### src/rtl/hport_pkg.sv
package hport_pkg;
  // Host-visible address map; the status bit order is observed by the host.
  localparam int unsigned HP_ADR_DATA = 0;
  localparam int unsigned HP_ADR_STAT = 1;
  localparam int unsigned HP_ADR_GEN0 = 2;

  // Synchronized host control pins, packed in synchronizer order.
  typedef struct packed {
    logic cs_n;
    logic pin_a;
    logic pin_b;
    logic ack_n;
  } hp_pins_t;
endpackage

### src/rtl/hport_sync.sv
module hport_sync #(
  parameter int unsigned      WIDTH   = 4,
  parameter int unsigned      STAGES  = 2,
  parameter logic [WIDTH-1:0] RST_VAL = '1
) (
  input  logic             clk,
  input  logic             rst_n,
  input  logic [WIDTH-1:0] d,
  output logic [WIDTH-1:0] q
);
  logic [STAGES-1:0][WIDTH-1:0] stg_q;

  generate
    if (STAGES == 1) begin : g_one
      always_ff @(posedge clk or negedge rst_n) begin
        if (!rst_n) stg_q <= RST_VAL;
        else        stg_q <= d;
      end
    end else begin : g_many
      always_ff @(posedge clk or negedge rst_n) begin
        if (!rst_n) stg_q <= {STAGES{RST_VAL}};
        else        stg_q <= {stg_q[STAGES-2:0], d};
      end
    end
  endgenerate

  assign q = stg_q[STAGES-1];
endmodule

### src/rtl/hport_decode.sv
module hport_decode
  import hport_pkg::*;
#(
  parameter int unsigned ADDR_W = 3
) (
  input  logic              dual_strobe,
  input  logic              split_req,
  input  hp_pins_t          pins,
  input  logic [ADDR_W-1:0] addr_in,
  output logic              rd_act,
  output logic              wr_act,
  output logic [ADDR_W-1:0] addr_eff
);
  logic ack_sel;
  logic sel;
  logic strobe;

  always_comb begin
    ack_sel  = !split_req && !pins.ack_n;
    sel      = !pins.cs_n || ack_sel;
    strobe   = sel && !pins.pin_b;
    if (dual_strobe) begin
      // read strobe wins if both strobes are low together
      rd_act = sel && !pins.pin_a;
      wr_act = sel && !pins.pin_b && pins.pin_a;
    end else begin
      rd_act = strobe && pins.pin_a;
      wr_act = strobe && !pins.pin_a;
    end
    addr_eff = ack_sel ? ADDR_W'(HP_ADR_DATA) : addr_in;
  end
endmodule

### src/rtl/hport_regs.sv
module hport_regs
  import hport_pkg::*;
#(
  parameter int unsigned DATA_W = 8,
  parameter int unsigned ADDR_W = 3
) (
  input  logic              clk,
  input  logic              rst_n,
  input  logic              rd_act,
  input  logic [ADDR_W-1:0] rd_addr,
  input  logic              rd_commit,
  input  logic              wr_commit,
  input  logic [ADDR_W-1:0] cm_addr,
  input  logic [DATA_W-1:0] wdata,
  input  logic              core_load,
  input  logic [DATA_W-1:0] core_data,
  input  logic              core_pop,
  output logic [DATA_W-1:0] rdata,
  output logic [DATA_W-1:0] h2c_byte,
  output logic              h2c_full,
  output logic [DATA_W-1:0] c2h_byte,
  output logic              c2h_full,
  output logic              irq
);
  localparam int unsigned NREG  = 1 << ADDR_W;
  localparam int unsigned NGEN  = NREG - HP_ADR_GEN0;
  localparam int unsigned GEN_W = (NGEN > 1) ? $clog2(NGEN) : 1;

  logic [DATA_W-1:0] gen_q [NGEN];
  logic [DATA_W-1:0] gen_n [NGEN];
  logic [DATA_W-1:0] rdata_q, rdata_n;
  logic [DATA_W-1:0] h2c_byte_q, h2c_byte_n, c2h_byte_q, c2h_byte_n;
  logic              h2c_full_q, h2c_full_n, c2h_full_q, c2h_full_n;
  logic              irq_q, irq_n;
  logic [GEN_W-1:0]  wr_idx, rd_idx;
  logic [ADDR_W-1:0] wr_off, rd_off;

  always_comb begin
    wr_off = cm_addr - ADDR_W'(HP_ADR_GEN0);
    rd_off = rd_addr - ADDR_W'(HP_ADR_GEN0);
    wr_idx = GEN_W'(wr_off);
    rd_idx = GEN_W'(rd_off);
  end

  always_comb begin
    gen_n      = gen_q;
    rdata_n    = rdata_q;
    h2c_byte_n = h2c_byte_q;
    h2c_full_n = h2c_full_q;
    c2h_byte_n = c2h_byte_q;
    c2h_full_n = c2h_full_q;
    irq_n      = 1'b0;

    if (core_pop) h2c_full_n = 1'b0;
    if (core_load && !c2h_full_q) begin
      c2h_full_n = 1'b1;
      c2h_byte_n = core_data;
    end

    if (wr_commit) begin
      if (cm_addr == ADDR_W'(HP_ADR_DATA)) begin
        if (!h2c_full_q) begin
          h2c_full_n = 1'b1;
          h2c_byte_n = wdata;
        end
      end else if (cm_addr != ADDR_W'(HP_ADR_STAT)) begin
        gen_n[wr_idx] = wdata;
      end
    end

    if (rd_commit && (cm_addr == ADDR_W'(HP_ADR_DATA)) && c2h_full_q) begin
      c2h_full_n = 1'b0;
      irq_n      = 1'b1;
    end

    if (rd_act) begin
      if (rd_addr == ADDR_W'(HP_ADR_DATA))      rdata_n = c2h_byte_q;
      else if (rd_addr == ADDR_W'(HP_ADR_STAT)) rdata_n = {{(DATA_W-2){1'b0}}, h2c_full_q, c2h_full_q};
      else                                      rdata_n = gen_q[rd_idx];
    end
  end

  always_ff @(posedge clk or negedge rst_n) begin
    if (!rst_n) begin
      for (int i = 0; i < NGEN; i++) gen_q[i] <= '0;
      rdata_q    <= '0;
      h2c_byte_q <= '0;
      h2c_full_q <= 1'b0;
      c2h_byte_q <= '0;
      c2h_full_q <= 1'b0;
      irq_q      <= 1'b0;
    end else begin
      gen_q      <= gen_n;
      rdata_q    <= rdata_n;
      h2c_byte_q <= h2c_byte_n;
      h2c_full_q <= h2c_full_n;
      c2h_byte_q <= c2h_byte_n;
      c2h_full_q <= c2h_full_n;
      irq_q      <= irq_n;
    end
  end

  assign rdata    = rdata_q;
  assign h2c_byte = h2c_byte_q;
  assign h2c_full = h2c_full_q;
  assign c2h_byte = c2h_byte_q;
  assign c2h_full = c2h_full_q;
  assign irq      = irq_q;
endmodule

### src/rtl/hport_top.sv
module hport_top
  import hport_pkg::*;
#(
  parameter int unsigned DATA_W      = 8,
  parameter int unsigned ADDR_W      = 3,
  parameter int unsigned SYNC_STAGES = 2
) (
  input  logic              clk,
  input  logic              rst_n,
  input  logic              cfg_dual_strobe,
  input  logic              cfg_split_req,
  input  logic              host_cs_n,
  input  logic [ADDR_W-1:0] host_addr,
  input  logic [DATA_W-1:0] host_din,
  output logic [DATA_W-1:0] host_dout,
  output logic              host_dout_oe,
  input  logic              host_pin_a,
  input  logic              host_pin_b,
  input  logic              host_ack_n,
  output logic              host_req_oe,
  output logic              host_rrq_oe,
  input  logic [DATA_W-1:0] core_c2h_data,
  input  logic              core_c2h_load,
  output logic [DATA_W-1:0] core_h2c_data,
  output logic              core_h2c_full,
  input  logic              core_h2c_pop,
  output logic              core_tx_empty_irq
);
  localparam int unsigned PIN_W = $bits(hp_pins_t);

  // reset: asserted asynchronously, released on a clock edge
  logic [1:0] rst_pipe_q;
  logic       rst_int_n;
  always_ff @(posedge clk or negedge rst_n) begin
    if (!rst_n) rst_pipe_q <= 2'b00;
    else        rst_pipe_q <= {rst_pipe_q[0], 1'b1};
  end
  assign rst_int_n = rst_pipe_q[1];

  logic [PIN_W-1:0] pins_raw, pins_sync;
  hp_pins_t         pins_s;
  assign pins_raw = {host_cs_n, host_pin_a, host_pin_b, host_ack_n};

  hport_sync #(.WIDTH(PIN_W), .STAGES(SYNC_STAGES), .RST_VAL({PIN_W{1'b1}})) u_sync (
    .clk(clk), .rst_n(rst_int_n), .d(pins_raw), .q(pins_sync)
  );
  assign pins_s = hp_pins_t'(pins_sync);

  logic              rd_act, wr_act;
  logic [ADDR_W-1:0] addr_eff;

  hport_decode #(.ADDR_W(ADDR_W)) u_dec (
    .dual_strobe(cfg_dual_strobe), .split_req(cfg_split_req), .pins(pins_s),
    .addr_in(host_addr), .rd_act(rd_act), .wr_act(wr_act), .addr_eff(addr_eff)
  );

  logic              rd_act_q, wr_act_q, oe_q, req_a_q, req_b_q;
  logic              oe_n, req_a_n, req_b_n;
  logic [ADDR_W-1:0] hold_addr_q, hold_addr_n;
  logic [DATA_W-1:0] hold_data_q, hold_data_n;
  logic              rd_commit, wr_commit;
  logic [DATA_W-1:0] rdata, c2h_byte, h2c_byte;
  logic              h2c_full, c2h_full, irq;

  assign rd_commit = rd_act_q && !rd_act;
  assign wr_commit = wr_act_q && !wr_act;

  hport_regs #(.DATA_W(DATA_W), .ADDR_W(ADDR_W)) u_regs (
    .clk(clk), .rst_n(rst_int_n),
    .rd_act(rd_act), .rd_addr(addr_eff), .rd_commit(rd_commit),
    .wr_commit(wr_commit), .cm_addr(hold_addr_q), .wdata(hold_data_q),
    .core_load(core_c2h_load), .core_data(core_c2h_data), .core_pop(core_h2c_pop),
    .rdata(rdata), .h2c_byte(h2c_byte), .h2c_full(h2c_full),
    .c2h_byte(c2h_byte), .c2h_full(c2h_full), .irq(irq)
  );

  always_comb begin
    hold_addr_n = hold_addr_q;
    hold_data_n = hold_data_q;
    if (rd_act || wr_act) hold_addr_n = addr_eff;
    if (wr_act)           hold_data_n = host_din;
    oe_n    = rd_act;
    req_a_n = cfg_split_req ? !h2c_full : (!h2c_full || c2h_full);
    req_b_n = cfg_split_req && c2h_full;
  end

  always_ff @(posedge clk or negedge rst_int_n) begin
    if (!rst_int_n) begin
      rd_act_q    <= 1'b0;
      wr_act_q    <= 1'b0;
      hold_addr_q <= '0;
      hold_data_q <= '0;
      oe_q        <= 1'b0;
      req_a_q     <= 1'b0;
      req_b_q     <= 1'b0;
    end else begin
      rd_act_q    <= rd_act;
      wr_act_q    <= wr_act;
      hold_addr_q <= hold_addr_n;
      hold_data_q <= hold_data_n;
      oe_q        <= oe_n;
      req_a_q     <= req_a_n;
      req_b_q     <= req_b_n;
    end
  end

  assign host_dout         = rdata;
  assign host_dout_oe      = oe_q;
  assign host_req_oe       = req_a_q;
  assign host_rrq_oe       = req_b_q;
  assign core_h2c_data     = h2c_byte;
  assign core_h2c_full     = h2c_full;
  assign core_tx_empty_irq = irq;
endmodule

### config.mk
export PLATFORM = sky130hd
export DESIGN_NAME = hport_top
export DESIGN_NICKNAME = d
export VERILOG_FILES = /design/src/rtl/hport_pkg.sv /design/src/rtl/hport_sync.sv /design/src/rtl/hport_decode.sv /design/src/rtl/hport_regs.sv /design/src/rtl/hport_top.sv
export SDC_FILE = /design/constraint.sdc
export NUM_CORES = 1
export LEC_CHECK = 0
export BUFFER_PORTS_ARGS = -buffer_cell sky130_fd_sc_hd__clkbuf_2
export CORE_ASPECT_RATIO = 2
export CORE_UTILIZATION = 55
export CTS_BUF_LIST = sky130_fd_sc_hd__clkbuf_16
export DETAILED_ROUTE_END_ITERATION = 10
export GPL_TIMING_DRIVEN = 0
export HOLD_SLACK_MARGIN = 0.08
export MAX_ROUTING_LAYER = met4
export PLACE_DENSITY_LB_ADDON = 0.12
export SYNTH_ARGS = -nofsm -noshare
export SYNTH_HDL_FRONTEND = slang
export SYNTH_SLANG_ARGS = --single-unit
### constraint.sdc
create_clock -name clk -period 9.05 [get_ports clk]
set_clock_uncertainty 0.15 [all_clocks]
set_input_delay 0.4525 -clock clk [delete_from_list [all_inputs] [get_ports clk]]
set_output_delay 0.4525 -clock clk [all_outputs]
set_load 0.05 [all_outputs]
# Word-level counts from Yosys, hierarchy flattened
# Index checks and enable logic that the tools add are counted.
[classes]
addsub = 2
order_cmp = 3
eq_ne = 2
n_mux = 19
bitwise = 4
reduce_logical = 29
[ops]
columns = ["cell", "n"]
rows = [
  ["$bwmux W48", 1],
  ["$mux W8", 5],
  ["$bmux W8 S3", 1],
  ["$demux W8 S3", 1],
  ["$logic_and A1 B1 Y1", 12],
  ["$mux W1", 10],
  ["$logic_not A1 Y1", 9],
  ["$ge A4 B4 Y1 const B", 2],
  ["$not A3 Y4", 2],
  ["$logic_not A3 Y1", 2],
  ["$reduce_and A3 Y1", 2],
  ["$sub A3 B2 Y3 const B", 2],
  ["$lt A4 B1 Y1 const B", 1],
  ["$eq A3 B1 Y1 const B", 1],
  ["$logic_or A1 B1 Y1", 3],
  ["$mux W3", 1],
  ["$ne A3 B1 Y1 const B", 1],
  ["$not A1 Y1", 2],
  ["$reduce_bool A2 Y1", 1],
]
[word_totals]
regBits = 100
in_bits = 29
out_inout_bits = 21
elab_cells = 80

# Longest topological paths before layout
# Gate-level depths: netlist (run 1).
[depth]
depth_word = 11
mapped_depth = 6
depth_no_buf = 5

# Modules after synthesis
# A second synthesis (run 1) with hierarchy kept.
[unflattened]
hier_cells = 284
area_unflattened_um2 = 4306.6
[modules_own_cells]
columns = ["module", "n_inst", "cells_per_inst", "area_each_um2"]
rows = [
  ["hport_regs", 1, 226, 3375.7],
  ["hport_top", 1, 36, 626.9],
  ["hport_sync", 1, 12, 240.2],
  ["hport_decode", 1, 10, 63.8],
]

# Least setup slack after synthesis (run 1)
# Ideal clock, no wire load.
[synth_path]
path_type = "reg2reg"
start = "register u_sync.stg_q, in the netlist u_sync.q[0]"
end = "register u_regs.h2c_byte_q[0], in the netlist u_regs.h2c_byte[0]"
arrival_ns = 1.729
slack_ns = 7.046
path_stages_with_launch = 6
synth_period_minus_slack_ns = 2.004
path_cell_list = "dfstp_2 > o21a_1 > nor3_2 > or4_1 > buf_4 > mux2_4"
[synth_between]
elab_chain_cells = 9
[synth_lines]
columns = ["item", "line_no", "text"]
rows = [
  ["start, declared", "hport_sync.sv:11", "logic [STAGES-1:0][WIDTH-1:0] stg_q;"],
  ["start signal, assigned", "hport_sync.sv:21", "if (!rst_n) stg_q <= {STAGES{RST_VAL}};"],
  ["start signal, assigned", "hport_sync.sv:22", "else stg_q <= {stg_q[STAGES-2:0], d};"],
  ["$logic_not A1 Y1 (*)", "hport_decode.sv:19", "ack_sel = !split_req && !pins.ack_n;"],
  ["$logic_and A1 B1 Y1 (*)", "hport_decode.sv:19", ""],
  ["$logic_or A1 B1 Y1 (*)", "hport_decode.sv:20", "sel = !pins.cs_n || ack_sel;"],
  ["$logic_and A1 B1 Y1 (*)", "hport_decode.sv:21, hport_decode.sv:25", ""],
  ["$logic_and A1 B1 Y1, on equally long branches", "hport_decode.sv:28, hport_decode.sv:25", ""],
  ["$mux W1 (*)", "hport_decode.sv:22", "if (dual_strobe) begin"],
  ["$logic_not A1 Y1 (*)", "hport_top.sv:66", "assign wr_commit = wr_act_q && !wr_act;"],
  ["$logic_and A1 B1 Y1 (*)", "hport_top.sv:66", ""],
  ["$reduce_and A3 Y1 (no source line) (*)", "n/a", ""],
  ["end signal, assigned", "hport_regs.sv:95", "h2c_byte_q <= h2c_byte_n;"],
  ["end, declared", "hport_regs.sv:32", "logic [DATA_W-1:0] h2c_byte_q, h2c_byte_n, c2h_byte_q, c2h_byte_n;"],
]
# Mark *: on every way between the ends. The rest lies on a longest branch, timed or not.
# A chain may end at the register's enable or synchronous reset.

# Final worst setup path (run 1)
[layout_path]
start = "register u_sync.stg_q, in the netlist u_sync.q[0]"
end = "register u_regs.gen_q[28] (netlist bit)"
[layout_between]
elab_chain_cells = 9
[layout_lines]
columns = ["item", "line_no", "text"]
rows = [
  ["$logic_not A1 Y1 (*)", "hport_decode.sv:19", ""],
  ["$logic_and A1 B1 Y1 (*)", "hport_decode.sv:19", ""],
  ["$logic_or A1 B1 Y1 (*)", "hport_decode.sv:20", ""],
  ["$logic_and A1 B1 Y1 (*)", "hport_decode.sv:21, hport_decode.sv:25", ""],
  ["$logic_and A1 B1 Y1, on equally long branches", "hport_decode.sv:28, hport_decode.sv:25", ""],
  ["$mux W1 (*)", "hport_decode.sv:22", ""],
  ["$logic_not A1 Y1 (*)", "hport_top.sv:66", ""],
  ["$logic_and A1 B1 Y1 (*)", "hport_top.sv:66", ""],
  ["$reduce_and A3 Y1 (no source line) (*)", "n/a", ""],
  ["end signal, assigned", "hport_regs.sv:93", "gen_q <= gen_n;"],
  ["end, declared", "hport_regs.sv:29", "logic [DATA_W-1:0] gen_q [NGEN];"],
]
# Marked as above.

==> results of run 1 <==
how the worst max path moves through the flow:
stage                        startpoint          endpoint  depth (start not counted)
after floorplan           rst_pipe_q[1]    hold_addr_q[0]                          0
after global placement    rst_pipe_q[1]  u_regs.gen_q[15]                          0
after detailed placement  cfg_split_req  u_regs.gen_q[35]                          7
after CTS                   u_sync.q[0]  u_regs.gen_q[35]                          6
after global routing        u_sync.q[2]   u_regs.rdata[5]                          6
final                       u_sync.q[0]  u_regs.gen_q[28]                          5
area by class of cell:
type                            instances  area share, %
Clock inverter                          7           2.30
Inverter                                6          0.450
Tap cell                               92           2.30
Multi-Input combinational cell        179           32.0
Timing Repair Buffer                   53           6.25
Clock buffer                            9           4.50
Sequential cell                       100           50.3
Buffer                                 18           1.85
layer usage:
metal	up-vias	wire (µm)	GRT usage [%]
met1	1283	3290	27.8
met5	-	0	-
met3	22	252	3.89
li1	1214	-	-
met2	60	4360	39.3
met4	0	302	13.8
Yosys cell counts (all sizes together), types with 6 or more instances:
cell / instances / area, µm²
dfstp: 8 / 210
clkbuf: 6 / 22.5
mux2: 78 / 938
buf: 12 / 70.1
nor2: 16 / 60.1
a22oi: 6 / 45.0
a21oi: 6 / 30.0
dfrtp: 92 / 2300
o21ai: 7 / 35.0
inv: 6 / 22.5
nand2b: 6 / 37.5
nand2: 6 / 22.5
cells in the final DEF, fill, tap and decap left out, drive strengths merged, types with 7 or more instances in the layout:
cell type and count:
buf 13, mux2 78, dfstp 8, dfrtp 92
clkbuf 62, o21ai 7, nor2 16
per-stage QoR:
step                      std cells  util (%)
final                           464      68.3
after floorplan                 303         -
after global routing            464      68.3
after CTS                       464      68.3
after detailed placement        443      63.0
after global placement          442      62.5
kinds of logic (layout without fill, tap and decap cells):
group | after synthesis | in the layout
XOR/XNOR | 1 | 1
AO/OA/AOI/OAI | 41 | 41
multiplexers | 86 | 86
buffers and inverters | 24 | 93
AND/OR/NAND/NOR | 50 | 50
flip-flops | 100 | 100
other | 1 | 1
power by group through the flow:
stage                     logic (mW)  registers, mW  clock network, mW
after CTS                      0.359          0.672              0.437
after global placement         0.340          0.673                  0
after detailed placement       0.354          0.678                  0
final                          0.355          0.671              0.432
after floorplan                0.181          0.757                  0
after global routing           0.381          0.692              0.455
registers in the layout, indices dropped and copies added, names as in the netlist:
register / cells
u_sync.q: 4
u_regs.rdata: 8
hold_data_q: 8
u_regs.h2c_full: 1
host_req_oe: 1
wr_act_q: 1
u_regs.gen_q: 48
u_regs.c2h_full: 1
host_rrq_oe: 1
u_regs.c2h_byte: 8
rst_pipe_q: 2
u_regs.irq: 1
u_sync.stg_q: 4
hold_addr_q: 3
host_dout_oe: 1
u_regs.h2c_byte: 8
timing repair:
action,4_1_cts,5_1_grt
hold endpoints to repair,6,0
hold buffers,5,0
gates resized for setup,0,0
==> results.md, run 1 <==
* Status: finished, final reports clean
* Initial antenna violation count at 0
* Multi-input combinational cell area at 1600 µm²
* GRT Util Overall at 24.2%
* Reg2reg start: u_sync.q[0]
* RR Endpoint: u_regs.gen_q[28]
* Design area at 5000 µm²
* Pwr Total at 1.46 mW
* Synth warnings at 0
* Crit path max-delay cell type: dfstp_2
* Worst-Margin Slew at 610 ps
* Routability congestion estimate at 0.814
* Layout cells sized above 1 at 39.0%
* Leakage Power at 2.38 nW
* HP Start: core_h2c_pop
* Post-synthesis mux area share at 25.0%
* Logic gate share of total power at 24.4%
* Clock network power share at 29.6%
* Hold Path Depth at 2
* Unique cell type count in the Yosys netlist at 40
* HP Class: input port to flip-flop
* Setup ws final at 6920 ps
* Vias in the first global route at 2773
* Via count at 2579
* FF-to-FF path depth at 5
* Placed Area at 4610 µm²
* Critical path class: flip-flop to flip-flop
* Clock slew at reported path FFs at 70 ps
* Synth Area per Inst at 14.0 µm²
* Area Overhead vs Synth at 18.3%
* Final setup viols at 0
* Internal power at 1.01 mW
* Max FO, Critical Path at 8
* DRC at 0
* Pin count of the biggest net entering global routing at 53
* Post-synth EDFFs at 0
* Fill cells at 546
* Row count at 44
* Post-Route Setup TNS at 0 ps
* Post-Syn Nets at 332
* Final period util at 23.5%
* Sequential share of power at 46.0%
* CTS Buffer Depth at 2
* Die Wd at 64.0 µm
* Post-route ant nets at 0
* Sw Share at 30.4%
* Routed len/inst at 17.7 µm
* Starting DRT DRC Count at 123
* Sequential element share of the synthesized area at 59.4%
* Cells after Synth at 303
* DP HPWL at 5.75 mm
* Synth Area in Adders at 0%
* Die Area at 8070 µm²
* Worst slew margin relative to its limit at 59.3%
* RSZ-0062 raised after global routing: no
* Post-synthesis xor/xnor area fraction at 0.207%
* CTS tree: done
* Root Buffer: clkbuf_16
* H-tree depth at 3
* Simple-gate share of the synthesized area at 6.24%
* GRT overflow at 0
* Max cap viols at 0
* Crit-path leading delay family: simple AND/OR/NAND/NOR gates
* Sw power at 443 µW
* Ys async rst share at 100%
* Max-slew violation count at 0
* IO Port Bufs at 47
* Die Y-Extent at 126 µm
* Global-route wire length before repair at 13.9 mm
* Hold Path End: u_regs.h2c_full
* Main combinational cell family by area after synthesis: multiplexers
* R2R Setup Slk at 6920 ps
* Synth Area in Compound Gates at 6.36%
* Critical Path End Type: flip-flop
* Pre-CTS setup slack at 6730 ps
* Peak VDD IR at 0.184 mV
* Worst Path Required at 9130 ps
* Vias per cell at 5.56
* Mapped cell area at 4230 µm²
* Diode count at 0
* I/O Pins at 50
* Crit path launch type: flip-flop
* TritonRoute pass-1 iters at 4
* Nets at 396
* WHS at 143 ps
* Max incr delay on CP at 560 ps
* Sink Count at 100
* Fin crit period at 2130 ps
* Main synth FF type: dfrtp_1
* Worst path bufs/invs at 1
* Final hold vios at 0
* Sequential Area at 2520 µm²
* Critical Path, Cell by Cell: o21a_1 -> nor3_2 -> or4_1 -> buf_2 -> mux2_1
* Number of CTS-inserted buffers at 9
* Synth Register Bits at 100
* Total wire length at 8.21 mm
* Post-CTS setup buffers at 0
* Fmax at 469 MHz
* Worst Path Arrival at 2210 ps
* Clock Latency Late Sink at 350 ps
* Core Area at 7320 µm²
* Power Dens Cells at 292 nW/µm²
* Initial Util at 57.8%
No activity file was read; power rests on OpenSTA's default activity.
==> run 2: changes to the inputs <==
ABC_AREA = 1   (was not set)
clock period = 2 ns   (was 9.05 ns; I/O delays follow)
==> run 2 against run 1 <==
Non-clock buffer count grew 25. Utilization grew 1.4 points. Wire length grew 16%. Area after synthesis grew 0.41%. Global-route usage grew 3.8 points. Critical path depth grew 7. Critical endpoint is now u_regs.gen_q[5].
==> results.md, run 2 <==
* Status: finished, final reports clean (unchanged)
* Critical path class: flip-flop to flip-flop (unchanged)
* Root Buffer: clkbuf_16 (unchanged)
* Vias per cell at 5.10 (was 5.56)
* Leakage Power at 2.63 nW (was 2.38 nW)
* GRT Util Overall at 28.0% (was 24.2%)
* Die Area at 8100 µm² (was 8070 µm²)
* Vias in the first global route at 3641 (was 2773)
* Pwr Total at 6.07 mW (was 1.46 mW)
* Max FO, Critical Path at 7 (was 8)
* GR Layer Usage met1 at 28.7% (was 27.8%)
* Fill cells at 647 (was 546)
* Layout cells sized above 1 at 20.2% (was 39.0%)
* Ys async rst share at 100% (unchanged)
* Design area at 5260 µm² (was 5000 µm²)
* Leading cell types by count after synthesis: 126 x nand2_1, 92 x dfrtp_1, 87 x o21ai_0, 41 x inv_1, 39 x nor2_1 (was 92 x dfrtp_1, 38 x mux2_2, 24 x mux2_1, 16 x mux2_4, 16 x nor2_1)
* Most frequent cells in the layout: 123 x nand2_1, 91 x dfrtp_1, 77 x o21ai_0, 48 x clkbuf_2, 46 x inv_1 (was 91 x dfrtp_1, 47 x clkbuf_2, 38 x mux2_2, 24 x mux2_1)
* Final hold vios at 0 (unchanged)
* Hold Path Depth at 4 (was 2)
* Clock network power share at 24.6% (was 29.6%)
* Reg2reg start: u_sync.q[0] (unchanged)
* Placed Area at 4630 µm² (was 4610 µm²)
* Pin count of the biggest net entering global routing at 55 (was 53)
* Worst Path Required at 2060 ps (was 9130 ps)
* Synth warnings at 0 (unchanged)
* Synth Area per Inst at 9.05 µm² (was 14.0 µm²)
* Final setup viols at 0 (unchanged)
* TritonRoute pass-1 iters at 4 (unchanged)
* Worst setup path start: u_sync.q[0] (unchanged)
* GRT overflow at 0 (unchanged)
* Unique cell type count in the Yosys netlist at 27 (was 40)
* Area Overhead vs Synth at 23.9% (was 18.3%)
* Sequential element share of the synthesized area at 59.2% (was 59.4%)
* Max cap viols at 0 (unchanged)
* RR Endpoint: u_regs.gen_q[5] (was u_regs.gen_q[28])
* Die Y-Extent at 126 µm (about the same)
* Sw power at 2.13 mW (was 443 µW)
* Initial Util at 56.3% (was 57.8%)
* Internal power at 3.94 mW (was 1.01 mW)
* Cells after Synth at 469 (was 303)
* Routability congestion estimate at 0.857 (was 0.814)
* Post-Syn Nets at 498 (was 332)
* DP HPWL at 6.80 mm (was 5.75 mm)
* I/O Pins at 50 (unchanged)
* Leading area contributor after synthesis: dfrtp_1 (unchanged)
* Post-synth EDFFs at 0 (unchanged)
* Most flop-heavy register: u_regs.gen_q (unchanged)
* Mapped cell area at 4250 µm² (was 4230 µm²)
* Worst-Margin Slew at 761 ps (was 610 ps)
* GR Util met2 at 50.3% (was 39.3%)
* R2R Setup Slk at 70 ps (was 6920 ps)
* Met3 usage at 3.35% (was 3.89%)
* Total wire length at 9.55 mm (was 8.21 mm)
* Post-route ant nets at 0 (unchanged)
* Routed len/inst at 14.4 µm (was 17.7 µm)
* Clock Latency Late Sink at 340 ps (was 350 ps)
* Peak VDD IR at 1.02 mV (was 0.184 mV)
* H-tree depth at 3 (unchanged)
* Die Wd at 64.1 µm (was 64.0 µm)
* Setup crit end: u_regs.gen_q[5] (was u_regs.gen_q[28])
* DRC at 0 (unchanged)
* Global-route wire length before repair at 16.6 mm (was 13.9 mm)
* HP Class: input port to flip-flop (unchanged)
* Top Usage Layer GRT: met2 (unchanged)
* FF-to-FF path depth at 12 (was 5)
* Nets at 592 (was 396)
* Max-slew violation count at 0 (unchanged)
* Diode count at 0 (unchanged)
* Worst Path Arrival at 1990 ps (was 2210 ps)
* Core Area at 7540 µm² (was 7320 µm²)
* Crit path launch type: flip-flop (unchanged)
* Via count at 3379 (was 2579)
* Main synth FF type: dfrtp_1 (unchanged)
* Clock slew at reported path FFs at 60 ps (was 70 ps)
* Starting DRT DRC Count at 157 (was 123)
* Number of CTS-inserted buffers at 9 (unchanged)
* Fin crit period at 1930 ps (was 2130 ps)
* Critical Path End Type: flip-flop (unchanged)
* Sink Count at 100 (unchanged)
* Logic gate share of total power at 27.6% (was 24.4%)
* Worst slew margin relative to its limit at 49.0% (was 59.3%)
* Final period util at 96.6% (was 23.5%)
* Row count at 45 (was 44)
* Largest register FFs at 48 (unchanged)
* Synth Register Bits at 100 (unchanged)
* Commonest non-fill, non-tap cell in the layout: nand2_1 (was dfrtp_1)
* Area contributors post-synth: dfrtp_1 54%, nand2_1 11%, o21ai_0 10% (was dfrtp_1 54%, mux2_2 10%, mux2_1 6.4%)
* Top cell type's share of synthesized area at 54.2% (was 54.4%)
* Sequential share of power at 47.8% (was 46.0%)
* Sw Share at 35.1% (was 30.4%)
* CTS Buffer Depth at 2 (unchanged)
* CTS tree: done (unchanged)
* Initial antenna violation count at 0 (unchanged)
* Power Dens Cells at 1150 nW/µm² (was 292 nW/µm²)
* IO Port Bufs at 48 (was 47)
* Fmax at 518 MHz (was 469 MHz)
* Most instantiated library cell after synthesis: nand2_1 (was dfrtp_1)
[run 2: per-layer routing]
layer	up-vias	share of wire, %
met2	63	55
met1	1601	39
met4	0	3.9
met5	-	0
li1	1689	-
met3	26	2.1
[run 2: cell families after synthesis]
kind of cell | after synthesis | share of synthesized area (%)
AND/OR/NAND/NOR | 202 | 20.9
AO/OA/AOI/OAI | 107 | 13.0
flip-flops | 100 | 59.2
buffers and inverters | 57 | 6.39
multiplexers | 2 | 0.530
other | 1 | 0.0883
[run 2: power groups by stage]
stage / Combinational [mW] / Clock [mW] / Sequential [mW]
finish: 1.68 / 1.49 / 2.90
global route: 1.89 / 1.59 / 2.98
CTS: 1.65 / 1.52 / 2.90
detailed placement: 1.60 / 0 / 2.93
global placement: 1.53 / 0 / 2.92
floorplan: 0.749 / 0 / 3.34
[run 2: worst min path at each step]
stage,start,end,slack (ps)
2_1_floorplan,rst_n,rst_pipe_q[0],-350
3_3_place_gp,rst_n,rst_pipe_q[0],-260
3_5_place_dp,rst_n,rst_pipe_q[0],-260
4_1_cts,core_c2h_load,u_regs.c2h_byte[3],90
5_1_grt,host_addr[0],hold_addr_q[0],120
6_report,core_c2h_load,u_regs.c2h_byte[3],80
[run 2: metrics by stage]
stage / setup WS, ps / hold slack [ps] / instances / util [%] / setup TNS (ps)
finish: 67.8 / 82.4 / 662 / 69.7 / 0
global route: -4.49 / 122 / 662 / 69.7 / -13.7
CTS: 4.86 / 87.8 / 655 / 68.5 / 0
detailed placement: -219 / -259 / 612 / 61.3 / -2070
global placement: -334 / -264 / 611 / 61.0 / -30220
floorplan: 178 / -346 / 469 / - / 0
[run 2: final cells by class]
| type | count | area, µm² | area share, % |
|---|---|---|---|
| well taps | 94 | 118 | 2.24 |
| inverters | 44 | 165 | 3.14 |
| repair buffers | 85 | 616 | 11.7 |
| clock inverters | 7 | 26.3 | 0.499 |
| plain buffers | 11 | 86.3 | 1.64 |
| clock buffers | 9 | 225 | 4.28 |
| flip-flops and latches | 100 | 2520 | 47.8 |
| multi-input cells | 312 | 1510 | 28.7 |
[run 2: critical path, stage by stage (launching register included)]
cell and delay (ps):
dfstp_2 540, inv_1 60, nand2_4 90, nand2_2 60, inv_2 60, nor3_4 40
buf_12 130, nor2_8 120, buf_12 150, nand2_4 90, buf_4 160, nand2_1 60
o21ai_0 80
[run 2: repair_timing]
action / in CTS / in global routing
gates cloned: 0 / 1
pin swaps: 1 / 4
setup endpoints to repair: 62 / 64
hold buffers: 25 / 0
buffers inserted: 2 / 8
hold endpoints to repair: 26 / 0
resized for setup: 3 / 21
